**config.mk**
```make
export PLATFORM = sky130hd
export DESIGN_NAME = vsat_adder
export DESIGN_NICKNAME = d
export VERILOG_FILES = /design/src/rtl/vsat_pkg.sv /design/src/rtl/vsat_mode_dec.sv /design/src/rtl/vsat_operand_prep.sv /design/src/rtl/vsat_seg_adder.sv /design/src/rtl/vsat_lane_clamp.sv /design/src/rtl/vsat_adder.sv
export SDC_FILE = /design/constraint.sdc
export NUM_CORES = 1
export LEC_CHECK = 0
export ABC_AREA = 1
export BUFFER_PORTS_ARGS = -buffer_cell sky130_fd_sc_hd__buf_2
export CORE_ASPECT_RATIO = 1.25
export CORE_MARGIN = 8
export CORE_UTILIZATION = 45
export DETAILED_ROUTE_END_ITERATION = 6
export PLACE_DENSITY_LB_ADDON = 0.2
export SLEW_MARGIN = 15
export SYNTH_ARGS = -nofsm -noshare
export SYNTH_HDL_FRONTEND = slang
export SYNTH_HIERARCHICAL = 1
export SYNTH_SLANG_ARGS = --single-unit
export TNS_END_PERCENT = 5
```
**constraint.sdc**
```tcl
create_clock -name vclk -period 19.8
set_clock_uncertainty 0.2 [all_clocks]
set_input_delay 2.97 -clock vclk [all_inputs]
set_output_delay 2.97 -clock vclk [all_outputs]
set_load 0.01 [all_outputs]
```
**src/rtl/vsat_pkg.sv**
```systemverilog
package vsat_pkg;
  // bit 1 = vector, bit 0 = subtract
  typedef enum logic [1:0] {
    MODE_S_ADD = 2'b00,
    MODE_S_SUB = 2'b01,
    MODE_V_ADD = 2'b10,
    MODE_V_SUB = 2'b11
  } mode_e;

  typedef struct packed {
    logic vec;
    logic sub;
  } op_ctl_t;
endpackage

```
**src/rtl/vsat_mode_dec.sv**
```systemverilog
module vsat_mode_dec
  import vsat_pkg::*;
(
  input  logic [1:0] mode_i,
  output op_ctl_t    ctl_o
);
  mode_e mode;
  assign mode = mode_e'(mode_i);

  always_comb begin
    unique case (mode)
      MODE_S_ADD: ctl_o = '{vec: 1'b0, sub: 1'b0};
      MODE_S_SUB: ctl_o = '{vec: 1'b0, sub: 1'b1};
      MODE_V_ADD: ctl_o = '{vec: 1'b1, sub: 1'b0};
      MODE_V_SUB: ctl_o = '{vec: 1'b1, sub: 1'b1};
      default:    ctl_o = '{vec: 1'b0, sub: 1'b0};
    endcase
  end
endmodule

```
**src/rtl/vsat_operand_prep.sv**
```systemverilog
module vsat_operand_prep #(
  parameter int DATA_W = 32
) (
  input  logic [DATA_W-1:0] b_i,
  input  logic              sub_i,
  output logic [DATA_W-1:0] b_eff_o
);
  // subtract as a + ~b + 1; the +1 enters as segment carry-in
  assign b_eff_o = sub_i ? ~b_i : b_i;
endmodule

```
**src/rtl/vsat_seg_adder.sv**
```systemverilog
module vsat_seg_adder #(
  parameter int DATA_W = 32,
  parameter int LANE_W = 8,
  localparam int LANES = DATA_W / LANE_W
) (
  input  logic [DATA_W-1:0] a_i,
  input  logic [DATA_W-1:0] b_i,
  input  logic              cin_i,
  input  logic              split_i,
  output logic [DATA_W-1:0] sum_o,
  output logic [LANES-1:0]  co_o
);
  logic [LANES-1:0] seg_ci;

  for (genvar k = 0; k < LANES; k++) begin : g_seg
    logic [LANE_W:0] t;
    if (k == 0) begin : g_base
      assign seg_ci[k] = cin_i;
    end else begin : g_link
      // cut the chain at lane boundaries in vector mode
      assign seg_ci[k] = split_i ? cin_i : co_o[k-1];
    end
    assign t = {1'b0, a_i[k*LANE_W +: LANE_W]}
             + {1'b0, b_i[k*LANE_W +: LANE_W]}
             + {{LANE_W{1'b0}}, seg_ci[k]};
    assign sum_o[k*LANE_W +: LANE_W] = t[LANE_W-1:0];
    assign co_o[k] = t[LANE_W];
  end
endmodule

```
**src/rtl/vsat_lane_clamp.sv**
```systemverilog
module vsat_lane_clamp #(
  parameter int DATA_W = 32,
  parameter int LANE_W = 8,
  localparam int LANES = DATA_W / LANE_W
) (
  input  logic [DATA_W-1:0] sum_i,
  input  logic [LANES-1:0]  co_i,
  input  logic              vec_i,
  input  logic              sub_i,
  output logic [DATA_W-1:0] res_o
);
  for (genvar k = 0; k < LANES; k++) begin : g_lane
    logic sat_hi, sat_lo;
    // add: carry-out means overflow; sub: no carry-out means borrow
    assign sat_hi = vec_i & ~sub_i &  co_i[k];
    assign sat_lo = vec_i &  sub_i & ~co_i[k];
    always_comb begin
      if (sat_hi)      res_o[k*LANE_W +: LANE_W] = '1;
      else if (sat_lo) res_o[k*LANE_W +: LANE_W] = '0;
      else             res_o[k*LANE_W +: LANE_W] = sum_i[k*LANE_W +: LANE_W];
    end
  end
endmodule

```
**src/rtl/vsat_adder.sv**
```systemverilog
module vsat_adder
  import vsat_pkg::*;
#(
  parameter int DATA_W = 32,
  parameter int LANE_W = 8,
  localparam int LANES = DATA_W / LANE_W
) (
  input  logic [DATA_W-1:0] a_i,
  input  logic [DATA_W-1:0] b_i,
  input  logic [1:0]        mode_i,
  output logic [DATA_W-1:0] res_o
);
  op_ctl_t           ctl;
  logic [DATA_W-1:0] b_eff;
  logic [DATA_W-1:0] sum;
  logic [LANES-1:0]  lane_co;

  vsat_mode_dec u_dec (
    .mode_i (mode_i),
    .ctl_o  (ctl)
  );

  vsat_operand_prep #(.DATA_W(DATA_W)) u_prep (
    .b_i     (b_i),
    .sub_i   (ctl.sub),
    .b_eff_o (b_eff)
  );

  vsat_seg_adder #(.DATA_W(DATA_W), .LANE_W(LANE_W)) u_add (
    .a_i     (a_i),
    .b_i     (b_eff),
    .cin_i   (ctl.sub),
    .split_i (ctl.vec),
    .sum_o   (sum),
    .co_o    (lane_co)
  );

  vsat_lane_clamp #(.DATA_W(DATA_W), .LANE_W(LANE_W)) u_clamp (
    .sum_i (sum),
    .co_i  (lane_co),
    .vec_i (ctl.vec),
    .sub_i (ctl.sub),
    .res_o (res_o)
  );
endmodule

```
Word-level counts from Yosys, hierarchy flattened --
Cells that the tools add are included.
Word-level totals: memory bits (writable) 0, logic and storage cells 41, register bits 0, input port bits 66, ROM bits 0, memories 0, output and inout bits 32, latch bits 0
Operators by class: shift operators 0, bitwise gates (word level) 16, $mul 0, equality and inequality tests 3, divide/modulo/power cells 0, order comparisons 0, muxes and demuxes 13, $add $sub $neg 8, reduce and logical (&&, ||, !) cells 1
Operators by type and width (number):
- 8-bit 2-to-1 mux | 8
- 8-bit by 8-bit adder with 9-bit output | 4
- 9-bit by 1-bit adder with 9-bit output | 4
- 32-bit 2-to-1 mux | 1
- 32-bit NOT | 1
- 1-bit bitwise AND | 10
- 2-bit case mux with 4 select lines | 1
- 1-bit NOT | 5
- 2-bit == test (second input constant) | 2
- 1-bit 2-to-1 mux | 3
- 2-bit by 1-bit == test with 1-bit output (second input constant) | 1
- 2-bit logical NOT | 1

Logic depth before layout (Yosys ltp) --
word-level depth 15, gate-level depth with buffers 44, gate-level depth less buffers 41

By module --
Netlist, hierarchy kept.
Modules (own cells, without submodules):
- vsat_seg_adder | cells an instance 271, instances 1, sequential area each 0.0 um^2, area each 1559.0 um^2
- vsat_operand_prep | cells an instance 136, instances 1, sequential area each 0.0 um^2, area each 596.8 um^2
- vsat_lane_clamp | cells an instance 78, instances 1, sequential area each 0.0 um^2, area each 310.3 um^2
- vsat_mode_dec | cells an instance 2, instances 1, sequential area each 0.0 um^2, area each 7.5 um^2

Worst setup path before layout --
Ideal clock, no wire load.
kind input to output, start point input port mode_i[0], end point output port res_o[24], stages on the path 44, setup slack 8.269 ns, required time 16.630 ns, data arrival time 8.361 ns, path buffers 3, cell sequence clkbuf_1 -> buf_6 -> inv_8 -> buf_12 -> nand2_2 -> nand2_1 -> inv_1 -> fa_1 -> inv_1 -> fa_1 -> nand2_1 -> nand2_1 -> nand3_2 -> nand3_2 -> nand2_1 -> inv_1 -> fa_1 -> fa_1 -> [8 not listed] -> nand3_1 -> nand2_1 -> nand2_1 -> nand3_1 -> nand2_1 -> fa_1 -> inv_1 -> fa_1 -> nand2_1 -> nand2_1 -> nand3b_1 -> nand2_1 -> nand2_1 -> nand2_1 -> inv_1 -> nand3_1 -> nand2_1 -> nand2_1
Between the ends: longest elaborated chain between the ends 15, elaborated cells on any way between the ends 25, those cells by class 8 x add/sub; 3 x eq/ne; 7 x mux; 6 x bitwise; 1 x reduce/logical
Ends and longest elaborated chain:
- start, declared | line vsat_adder.sv:10 | input logic [1:0] mode_i,
- 2-bit == test, or another cell as far along | line vsat_mode_dec.sv:11 | unique case (mode)
- 2-bit case mux with 4 select lines * | line vsat_mode_dec.sv:11
- 32-bit 2-to-1 mux * | line vsat_operand_prep.sv:9 | assign b_eff_o = sub_i ? ~b_i : b_i;
- net b_eff[0] | line vsat_adder.sv:14 | logic [DATA_W-1:0] b_eff;
- 8-bit by 8-bit adder with 9-bit output * | line vsat_seg_adder.sv:24 | + {1'b0, b_i[k*LANE_W +: LANE_W]}
- 9-bit by 1-bit adder with 9-bit output * | line vsat_seg_adder.sv:25 | + {{LANE_W{1'b0}}, seg_ci[k]};
- 1-bit 2-to-1 mux * | line vsat_seg_adder.sv:21 | assign seg_ci[k] = split_i ? cin_i : co_o[k-1];
- 9-bit by 1-bit adder with 9-bit output * | line vsat_seg_adder.sv:25
- 1-bit 2-to-1 mux * | line vsat_seg_adder.sv:21
- 9-bit by 1-bit adder with 9-bit output * | line vsat_seg_adder.sv:25
- 1-bit 2-to-1 mux * | line vsat_seg_adder.sv:21
- 9-bit by 1-bit adder with 9-bit output * | line vsat_seg_adder.sv:25
- net lane_co[3] | line vsat_adder.sv:16 | logic [LANES-1:0] lane_co;
- 1-bit NOT | line vsat_lane_clamp.sv:16 | assign sat_lo = vec_i & sub_i & ~co_i[k];
- 1-bit bitwise AND | line vsat_lane_clamp.sv:16
- 8-bit 2-to-1 mux | line vsat_lane_clamp.sv:19 | else if (sat_lo) res_o[k*LANE_W +: LANE_W] = '0;
- 8-bit 2-to-1 mux * | line vsat_lane_clamp.sv:18 | if (sat_hi) res_o[k*LANE_W +: LANE_W] = '1;
- end, declared | line vsat_adder.sv:11 | output logic [DATA_W-1:0] res_o
Mark *: on every way through the listed nets, which the timed path passes. The rest lies on a longest branch.

Worst setup path after layout --
start point input port mode_i[0], end point output port res_o[30]
The elaborated chain is that of the path after synthesis.

==> results.md <==
Finish:
- The number of flip-flops and latches is 0.
- Of the cells placed in the final design, the portion with a size suffix greater than 1 is 20.3%.
- Relative to the synthesized area, the layout overhead comes to 19.1%.
- The final net count is 679.
- After routing the design area is 2950 µm².
- The finished layout holds 639 standard cells, fillers aside.
- Measured on the finished design, the core utilization comes to 54.9%.
- The diode insertion count for antenna repair is 0.
- The register area is 0 µm².
- After filler insertion, the fill cell instance count of the layout stands at 610.
- The clock buffers instantiated in the layout total 0.

Worst setup path:
- Of all nets on the critical path, the largest fanout is 39.
- The required time at the endpoint of the critical path is 16.63 ns.
- In this run the worst setup path begins at mode_i[0].
- The kind of start point of the critical path is an input pin.
- The slowest stage of the critical path is the sky130_fd_sc_hd__buf_2 cell.
- Counting stages on the worst path, the most repeated cell is sky130_fd_sc_hd__nand2_1.
- STA classifies the critical path endpoint as an output port.
- The worst setup path category is input pin to output port.
- The data arrival time of the critical path is 9.24 ns.
- The largest incremental delay on the critical path is 0.59 ns.

Timing:
- At the pin with the least slew margin, the transition time is 0.782 ns.
- The final number of hold-violating endpoints was 0.
- The smallest setup slack after layout is 7.39 ns.
- The time the worst path needs with I/O delays and setup is 12.41 ns.
- Setup repair after global routing left no endpoint under its margin.
- The number of slew-limit violations in the final report was 0.
- The headroom to the max-slew limit is 47.9%.
- Setup violations remaining at the end of the flow were counted as 0.
- The final critical path takes up 62.7% of the cycle.
- Static timing analysis puts the maximum clock frequency at 0.0806 GHz.
- On the final layout, the worst hold slack is 6.22 ns.
- After routing, the total negative slack on setup checks comes to 0 ns.

Pwr:
- The maximum vdd drop is 0.0000213 V.
- In this run, flip-flops and latches consume 0% of the power.
- Power spread over the standard cell area amounts to 39.0 nW/µm².
- The clock network accounts for 0% of the total power.
- The internal power summed over all cells is 0.0476 mW.
- The sum of internal, switching and leakage power is 0.115 mW.
- The switching component of the power is 0.0674 mW.
- The leakage component of the power is 2.18 nW.
- In this run, the combinational gates consume 100.0% of the power.
- In this run switching power makes up 58.6% of total power.

Logic synthesis:
- After synthesis, flip-flops and latches occupy 0% of the total area.
- The area share of the leading cell type in the synthesized netlist is 39.6%.
- Counting every net in the synthesized netlist gives 589.
- After synthesis the cells add up to 2470 µm².
- After synthesis, the most frequently instantiated cells are 261 x sky130_fd_sc_hd__nand2_1, 92 x sky130_fd_sc_hd__inv_1, 28 x sky130_fd_sc_hd__ha_1, 27 x sky130_fd_sc_hd__nand3_1, 11 x sky130_fd_sc_hd__a21oi_1.
- Synthesis instantiated 22 different standard cells from the library.
- The most frequent cell after synthesis is sky130_fd_sc_hd__nand2_1.
- By area the synthesized netlist is led by sky130_fd_sc_hd__nand2_1 40%, sky130_fd_sc_hd__ha_1 14%, sky130_fd_sc_hd__inv_1 14%.
- The average size of a mapped cell is 5.08 µm².
- The post-synthesis cell type with the largest combined area is sky130_fd_sc_hd__nand2_1.
- During synthesis, Yosys emitted a total of 6 warnings.
- The post-synthesis cell count is 487.

Route:
- The count of routing violations after the opening detailed-route iteration is 73.
- The wire length reported by the detailed router is 6620 µm.
- The final route contains 2939 vias.
- In the routed design, unresolved DRC markers number 0.
- Once detail routing completed, the nets flagged for antenna violations numbered 0.
- The number of vias per cell after detailed routing is 4.60.
- After detailed routing, the average wire length per cell comes to 10.4 µm.
- The first detailed-routing pass took 4 iterations.

Placed design:
- The HPWL reported at the end of detailed placement is 5560 µm.
- The minimum setup slack after placement is 7.36 ns.
- The port buffer count is 98.
- The weighted congestion reported at the end of routability-driven placement is 0.829.
- In this run, placement finished with an instance count of 639.
- In this run the cell area measured after placement is 2950 µm².

Job:
- The number of max-cap violations is 0.

Floorplan:
- The floorplan step set the die width to 82.3 µm.
- The die covers 8140 µm².
- After floorplanning, the core was sized to cover 5370 µm².
- The cell row count is 30.
- In this run the vertical extent of the chip is 98.9 µm.
- During I/O placement, the number of pins put on the boundary was 98.
- The starting density of the core is 46.1%.

Outcome:
- The run finished with clean final reports.

Hold path:
- The launch instance of the worst min-delay path is a_i[16].
- The type of the worst min-delay path is input pin to output port.

GRT:
- The number of global-route vias before repair is 2816.
- The initial antenna violation count is 0.
- The global-route congestion overflow total is 0.
- The first-pass GRT wire length is 11400 µm.
- Global routing consumed, over all layers together, 16.0% of the routing resources.
- Entering global routing, the biggest net connects 40 pins.

Clocking:
- The buffer count from post-CTS setup fixing is 0.
- The number of buffers inserted by hold repair at cts is 0.
- The quantity of gates resized following cts is 0.
final cells by class:
cell class,count,area (µm²),area share [%]
well taps,64,80.1,2.72
multi-input cells,384,2020,68.5
inverters,93,357,12.1
repair buffers,98,490,16.7
cell families (layout without fill, tap and decap cells):
| family | Yosys count | count (layout) | synth area share, % |
|---|---|---|---|
| adder cells (fa/ha/maj) | 36 | 36 | 20.6 |
| buffers and inverters | 103 | 191 | 18.4 |
| AO/OA/AOI/OAI | 13 | 13 | 2.88 |
| AND/OR/NAND/NOR | 323 | 323 | 53.8 |
| XOR/XNOR | 12 | 12 | 4.25 |
cell usage in the layout (no fill, tap or decap), drive strengths merged:
cell,netlist,routed
nand2,271,271
buf,8,98
inv,93,93
nand3,30,30
ha,28,28
a21oi,12,12
nor2,12,12
fa,8,8
xor2,7,7
nand3b,5,5
xnor2,5,5
or2,5,5
a21o,1,1
metal layers:
layer,track usage (%),vias to the layer above,routed length [µm]
met3,1.09,2,387
met5,0,-,0
li1,-,1616,-
met1,19.2,1254,2850
met2,30.5,67,3340
met4,0.678,0,36
power by group through the flow:
stage / clock [mW] / sequential [mW] / combinational [mW]
2_1_floorplan: 0 / 0 / 0.0810
3_3_place_gp: 0 / 0 / 0.114
4_1_cts: 0 / 0 / 0.116
3_5_place_dp: 0 / 0 / 0.116
6_report: 0 / 0 / 0.115
5_1_grt: 0 / 0 / 0.133
worst paths after layout:
path | cells after the start | slack [ns] | endpoint
worst max-delay path | 43 | 7.39 | res_o[30]
worst min-delay path | 5 | 6.22 | res_o[16]
critical path, delay by kind of cell:
family / cells / cell delay, ns
buffers and inverters: 9 / 1.29
AND/OR/NAND/NOR: 26 / 2.22
adder cells (fa/ha/maj): 8 / 2.72
Note: power is estimated with default switching activity, not from simulation.
